[src/rtl/twophase_latch_fifo.sv]
module twophase_latch_fifo #(
  parameter int N_STAGES = 4,
  parameter int W        = 8,
  parameter int REQ_DLY  = 0
) (
  input  logic         clk,
  input  logic         rst_n,
  input  logic         req_in,
  output logic         ack_out,
  input  logic [W-1:0] data_in,
  output logic         req_out,
  input  logic         ack_in,
  output logic [W-1:0] data_out
);

  localparam int LAST = N_STAGES - 1;

  logic [LAST:0] done;
  logic [LAST:0] req_at;
  logic [LAST:0] nxt;
  logic [W-1:0]  lat [N_STAGES];
  logic [W-1:0]  src [N_STAGES];

  assign ack_out  = done[0];
  assign req_out  = done[LAST];
  assign data_out = lat[LAST];

  for (genvar i = 0; i < N_STAGES; i++) begin : g_stage
    logic en;

    if (i == 0) begin : g_head
      assign req_at[i] = req_in;
      assign src[i]    = data_in;
    end else if (REQ_DLY == 0) begin : g_direct
      assign req_at[i] = done[i-1];
      assign src[i]    = lat[i-1];
    end else begin : g_matched
      logic [REQ_DLY-1:0] sh;
      always_ff @(posedge clk or negedge rst_n) begin
        if (!rst_n) sh <= '0;
        else begin
          sh[0] <= done[i-1];
          for (int k = 1; k < REQ_DLY; k++) sh[k] <= sh[k-1];
        end
      end
      assign req_at[i] = sh[REQ_DLY-1];
      assign src[i]    = lat[i-1];
    end

    if (i == LAST) begin : g_tail
      assign nxt[i] = ack_in;
    end else begin : g_mid
      assign nxt[i] = done[i+1];
    end

    assign en = done[i] ~^ nxt[i];

    always_ff @(posedge clk or negedge rst_n) begin
      if (!rst_n) begin
        done[i] <= 1'b0;
        lat[i]  <= '0;
      end else if (en) begin
        done[i] <= req_at[i];
        lat[i]  <= src[i];
      end
    end

    assert_fill_when_empty_R9: assert property (@(posedge clk) disable iff (!rst_n)
      (done[i] != $past(done[i])) |-> ($past(done[i]) == $past(nxt[i])));

    assert_hold_when_full_R6: assert property (@(posedge clk) disable iff (!rst_n)
      ($past(done[i]) != $past(nxt[i])) |-> ($stable(lat[i]) && $stable(done[i])));
  end

  assert_ack_follows_req_R2: assert property (@(posedge clk) disable iff (!rst_n)
    (ack_out != $past(ack_out)) |-> (ack_out == $past(req_in)));

  assert_two_edge_rhythm_R8: assert property (@(posedge clk) disable iff (!rst_n)
    (ack_out != $past(ack_out)) |=> $stable(ack_out));

  assert_reset_clear_R1: assert property (@(posedge clk)
    !rst_n |-> (!ack_out && !req_out && data_out == '0));

endmodule

[config.mk]
export PLATFORM = sky130hd
export DESIGN_NAME = twophase_latch_fifo
export DESIGN_NICKNAME = d
export VERILOG_FILES = /design/src/rtl/twophase_latch_fifo.sv
export SDC_FILE = /design/constraint.sdc
export NUM_CORES = 1
export LEC_CHECK = 0
export ABC_AREA = 1
export BUFFER_PORTS_ARGS = -buffer_cell sky130_fd_sc_hd__buf_4
export CORE_ASPECT_RATIO = 0.8
export CORE_MARGIN = 1.5
export CORE_UTILIZATION = 35
export CTS_CLUSTER_DIAMETER = 120
export DETAILED_ROUTE_END_ITERATION = 8
export GPL_TIMING_DRIVEN = 0
export SLEW_MARGIN = 20
export SYNTH_ARGS = -nofsm -noshare
export SYNTH_HDL_FRONTEND = slang
export SYNTH_SLANG_ARGS = --single-unit
[constraint.sdc]
create_clock -name clk -period 1.1 [get_ports clk]
set_input_delay 0.055 -clock clk [delete_from_list [all_inputs] [get_ports clk]]
set_output_delay 0.055 -clock clk [all_outputs]
set_load 0.005 [all_outputs]
==> results of run 1 <==
## repair_timing
item,CTS,global route
resized for setup,0,1
endpoints found under the hold margin,45,0
endpoints found under the setup margin,0,1
hold buffers,10,0
## state kept, by name, indices dropped and copies added, names as in the netlist
name / cells
data_out: 8
ack_out: 1
done: 2
req_out: 1
lat: 24
## placed cells by master (no fill, tap or decap), drive strengths merged
cell type	synthesis	final
nand2	85	85
dfrtp	36	36
nand3	32	32
inv	5	5
clkbuf	0	8
buf	8	29
dlygate4sd3	0	10
## worst max-delay path by stage
stage / to / slack, ns / depth (start not counted)
after floorplan: data_out[0]$_DFFE_PN0P_ / 0.21 / 5
after global placement: lat[12]$_DFFE_PN0P_ / 0.12 / 5
after detailed placement: lat[10]$_DFFE_PN0P_ / 0.12 / 5
after CTS: data_out[0]$_DFFE_PN0P_ / 0.12 / 5
after global routing: lat[10]$_DFFE_PN0P_ / 0.005 / 4
final: lat[20]$_DFFE_PN0P_ / 0.12 / 5
## cells by family after synthesis
kind of cell	share of synthesized area
buffers and inverters	0.0516
flip-flops	0.589
AND/OR/NAND/NOR	0.359
## synthesized netlist by cell type
| cell | instances |
|---|---|
| buf_4 | 8 |
| dfrtp_1 | 36 |
| inv_1 | 2 |
| inv_2 | 3 |
| nand2_1 | 73 |
| nand2_2 | 4 |
| nand2_4 | 8 |
| nand3_1 | 32 |
## worst min-delay path: cells and delay by family
family        cells  cell delay [ns]
buf+inv           2             0.16
simple gates      2             0.11
## through the flow
step	cell area (µm²)	cells	hold slack (ns)	setup slack [ns]	total power, mW
detailed placement	1760	244	0.0429	0.124	4.60
floorplan	1530	166	-0.241	0.206	3.96
finish	1950	262	0.0718	0.116	5.55
CTS	1950	262	0.0698	0.115	5.60
global placement	1760	244	0.0415	0.124	4.56
global route	1950	262	0.103	0.00455	6.15
## report_power, final
| part | internal, mW | switching (mW) | total (mW) |
|---|---|---|---|
| sequential | 1.95 | 0.366 | 2.31 |
| clock | 0.511 | 0.450 | 0.961 |
| combinational | 0.952 | 1.32 | 2.27 |
## layer usage
metal	global-route usage	routed length, µm	vias up	part of all wire
met4	0.0556	36	0	0.013
met3	0.0412	148	5	0.054
li1	-	-	598	-
met5	0	0	-	0
met1	0.183	1400	489	0.51
met2	0.197	1160	41	0.42
## area by class of cell
cell class	count	area (µm²)	share of cell area
flip-flops and latches	36	902	0.463
inverters	5	18.8	0.00963
clock buffers	8	90.1	0.0462
repair buffers	31	258	0.132
well taps	57	71.3	0.0366
multi-input cells	117	549	0.282
plain buffers	8	60.1	0.0308
==> results.cfg, run 1 <==
[worst_setup_path]
rr_worst_depth = 5
r2r-start = done[2]$_DFFE_PN0P_
cpLargestDelayFamily = flip-flops
path_class = register to register
max_stage_delay_ns = 0.42
cp_slowest_cell = dfrtp_1
path_cells = inv_2 -> nand2_4 -> nand2_4 -> nand2_1 -> nand2_1
crit_path_start = done[2]$_DFFE_PN0P_
timing.rr.end = lat[20]$_DFFE_PN0P_
arrival_ns = 1.16
crit_buf_inv = 1
worstPathRequired_ns = 1.28
start_kind = register
crit_fanout = 10
ff2ff_setup_slack_ns = 0.12
end_kind = register

[synthesis]
yosysUniqueCellTypes = 8
synth-seq-cells = 36
synth-seq-area-share = 0.589
syn_area_um2 = 1530
synthesis.nets = 178
synth_cells = 166
postSynthAreaPerCell_um2 = 9.21
synth_top_area_frac = 0.589
yosysTopAreaCell = dfrtp_1
synth_warnings = 0
yosys-top-cells-area = dfrtp_1, nand2_1, nand3_1

[clocking]
cts_setup_buffers = 0
cts-root-buf = clkbuf_8
cts_htree_levels = 2
cts_tree = yes
cts.sinks = 36
clk_latency_ns = 0.28
clkTransAtPathRegs_ns = 0.07
max-clock-path-buffers = 2
numCtsBuffers = 5

[routing]
wl_mm = 2.74
viasPerCell = 4.32
wl_per_cell_um = 10.5
drc_errors = 0
drt_iter0_drc = 69
vias = 1133
drtPass1Iterations = 4
antenna_left = 0

[floorplan]
dieArea_um2 = 4780
core_area_um2 = 4180
fp.dieH_um = 62.1
rows = 21
start_util = 0.366
ios = 22
die_x_um = 76.9

[grt]
grt_pass1_vias = 1117
antenna_found_initial = 0
grt_pass1_wl_mm = 5.05
grt_usage = 0.134
grt_max_degree = 37
grt-ovfl-total = 0

[place]
dp_hpwl_mm = 1.76
place_congestion = 0.764
numPortBuffers = 21

[timing]
setup_tns_ns = 0
slew_viol_final = 0
finClkSkew_ns = 0.00613
setup_viol = 0
tightest_slew_ns = 0.451
hold_violations = 0
min_period_over_period = 0.895
fin_crit_ns = 0.984
slew_headroom = 0.700
rsz0062_at_grt = false
fmax_ghz = 1.02

[hold_path]
hold_depth = 4
min-delay-path-class = primary input to register
hold_start = ack_in
hold_path_end = req_out$_DFFE_PN0P_

[run]
maxCapViolations = 0

[layout]
drive_gt1_frac = 0.249
fillers = 407
num_antenna_cells = 0
final_nets = 216
final_util = 0.467
area_growth_pct = 27.5

[status]
status = finished, final reports clean

[power_and_ir_drop]
ir_drop_mv = 1.49
p_leak_nw = 1.07
powerDensity_nw_per_um2 = 2850
Power figures use the tool's default switching activity.
==> run 2, diff against run 1 <==
- RECOVER_POWER: default -> 50
==> results.cfg, run 2 (same netlist as run 1, synthesis figures left out) <==
[floorplan]
ios = 22
rows = 21
core_area_um2 = 4180
fp.dieH_um = 62.1
die_x_um = 76.9
dieArea_um2 = 4780
start_util = 0.366

[layout]
fillers = 407
mostFrequentLayoutCell = nand2_1
final_nets = 216
num_antenna_cells = 0
drive_gt1_frac = 0.249
top_register = lat
area_growth_pct = 27.5
largest_reg_flops = 24
final_cell_mix = nand2_1, dfrtp_1, nand3_1

[routing]
drc_errors = 0
vias = 1133
viasPerCell = 4.32
drt_iter0_drc = 69
wl_mm = 2.74
wl_per_cell_um = 10.5
drtPass1Iterations = 4
antenna_left = 0

[place]
numPortBuffers = 21
place_congestion = 0.764
dp_hpwl_mm = 1.76

[timing]
setup_viol = 0
hold_violations = 0
min_period_over_period = 0.895
slew_headroom = 0.700
tightest_slew_ns = 0.451
setup_tns_ns = 0
rsz0062_at_grt = false
finClkSkew_ns = 0.00613
slew_viol_final = 0
fin_crit_ns = 0.984
fmax_ghz = 1.02

[hold_path]
min-delay-path-class = primary input to register

[clocking]
cts-root-buf = clkbuf_8
cts.sinks = 36
clkTransAtPathRegs_ns = 0.07
numCtsBuffers = 5
max-clock-path-buffers = 2
cts_tree = yes
clk_latency_ns = 0.28
cts_setup_buffers = 0
cts_htree_levels = 2

[worst_setup_path]
cpLargestDelayFamily = flip-flops
max_stage_delay_ns = 0.42
cp_slowest_cell = dfrtp_1
crit_fanout = 10
arrival_ns = 1.16
end_kind = register
path_class = register to register
worstPathRequired_ns = 1.28
path_cells = inv_2 -> nand2_4 -> nand2_4 -> nand2_1 -> nand2_1
crit_buf_inv = 1
start_kind = register

[power_and_ir_drop]
p_int_mw = 3.41
ir_drop_mv = 1.48
p_leak_nw = 1.07
comb_power_share = 0.410
p_sw_mw = 2.14
p_total_mw = 5.54
power_frac_seq = 0.417
powerDensity_nw_per_um2 = 2840
switching_share = 0.385
clock_power_share = 0.173

[grt]
grt_pass1_vias = 1117
grt_max_degree = 37
grt_pass1_wl_mm = 5.05
grt-ovfl-total = 0
grt_usage = 0.134
antenna_found_initial = 0

[run]
maxCapViolations = 0

[status]
status = finished, final reports clean
-- run 2: changes by cell type in the layout (fill, tap and decap cells not counted), sizes merged --
cell,delta
clkbuf,+1
buf,-1
-- run 2: final cells by class --
class	instances	area, µm²	area share
sequential	36	902	0.463
multi-input combinational	117	549	0.282
timing repair buffer	31	258	0.132
clock buffer	8	90.1	0.0462
tap	57	71.3	0.0366
buffer	8	60.1	0.0308
inverter	5	18.8	0.00963
-- run 2: final timing paths --
path / from / end / slack, ns / depth (start not counted)
max reg2reg: done[2]$_DFFE_PN0P_ / lat[20]$_DFFE_PN0P_ / 0.12 / 5
max in group asynchronous: rst_n / req_out$_DFFE_PN0P_ / 0.50 / 2
max: done[2]$_DFFE_PN0P_ / lat[20]$_DFFE_PN0P_ / 0.12 / 5
min reg2reg: lat[15]$_DFFE_PN0P_ / data_out[7]$_DFFE_PN0P_ / 0.47 / 2
min: ack_in / req_out$_DFFE_PN0P_ / 0.07 / 4
min in group asynchronous: rst_n / data_out[4]$_DFFE_PN0P_ / 0.26 / 2
-- run 2: metrics by stage --
| stage | std cells | instance area (µm²) | util | hold WS [ns] | setup WS [ns] |
|---|---|---|---|---|---|
| CTS | 262 | 1950 | 0.466 | 0.0698 | 0.115 |
| detailed placement | 244 | 1760 | 0.421 | 0.0429 | 0.124 |
| global route | 262 | 1950 | 0.467 | 0.103 | 0.00455 |
| global placement | 244 | 1760 | 0.421 | 0.0415 | 0.124 |
| finish | 262 | 1950 | 0.467 | 0.0718 | 0.116 |
| floorplan | 166 | 1530 | - | -0.241 | 0.206 |
-- run 2: routing by layer --
layer / track usage / part of all wire
met4: 0.0556 / 0.013
met3: 0.0412 / 0.054
met1: 0.183 / 0.51
met2: 0.197 / 0.42
met5: 0 / 0
-- run 2: power groups by stage --
stage | Sequential (mW) | Combinational [mW] | Clock [mW]
finish | 2.31 | 2.27 | 0.961
global route | 2.41 | 2.68 | 1.06
CTS | 2.31 | 2.30 | 0.980
detailed placement | 2.34 | 2.26 | 0
global placement | 2.32 | 2.24 | 0
floorplan | 2.25 | 1.70 | 0
-- run 2: timing repair --
item,CTS,global route
gates resized for setup,0,1
endpoints found under the hold margin,45,0
hold buffers,10,0
endpoints found under the setup margin,0,1
-- run 2: tightest hold or removal path, delay by kind of cell --
family	cells	cell delay (ns)
buffers and inverters	2	0.16
AND/OR/NAND/NOR	2	0.11
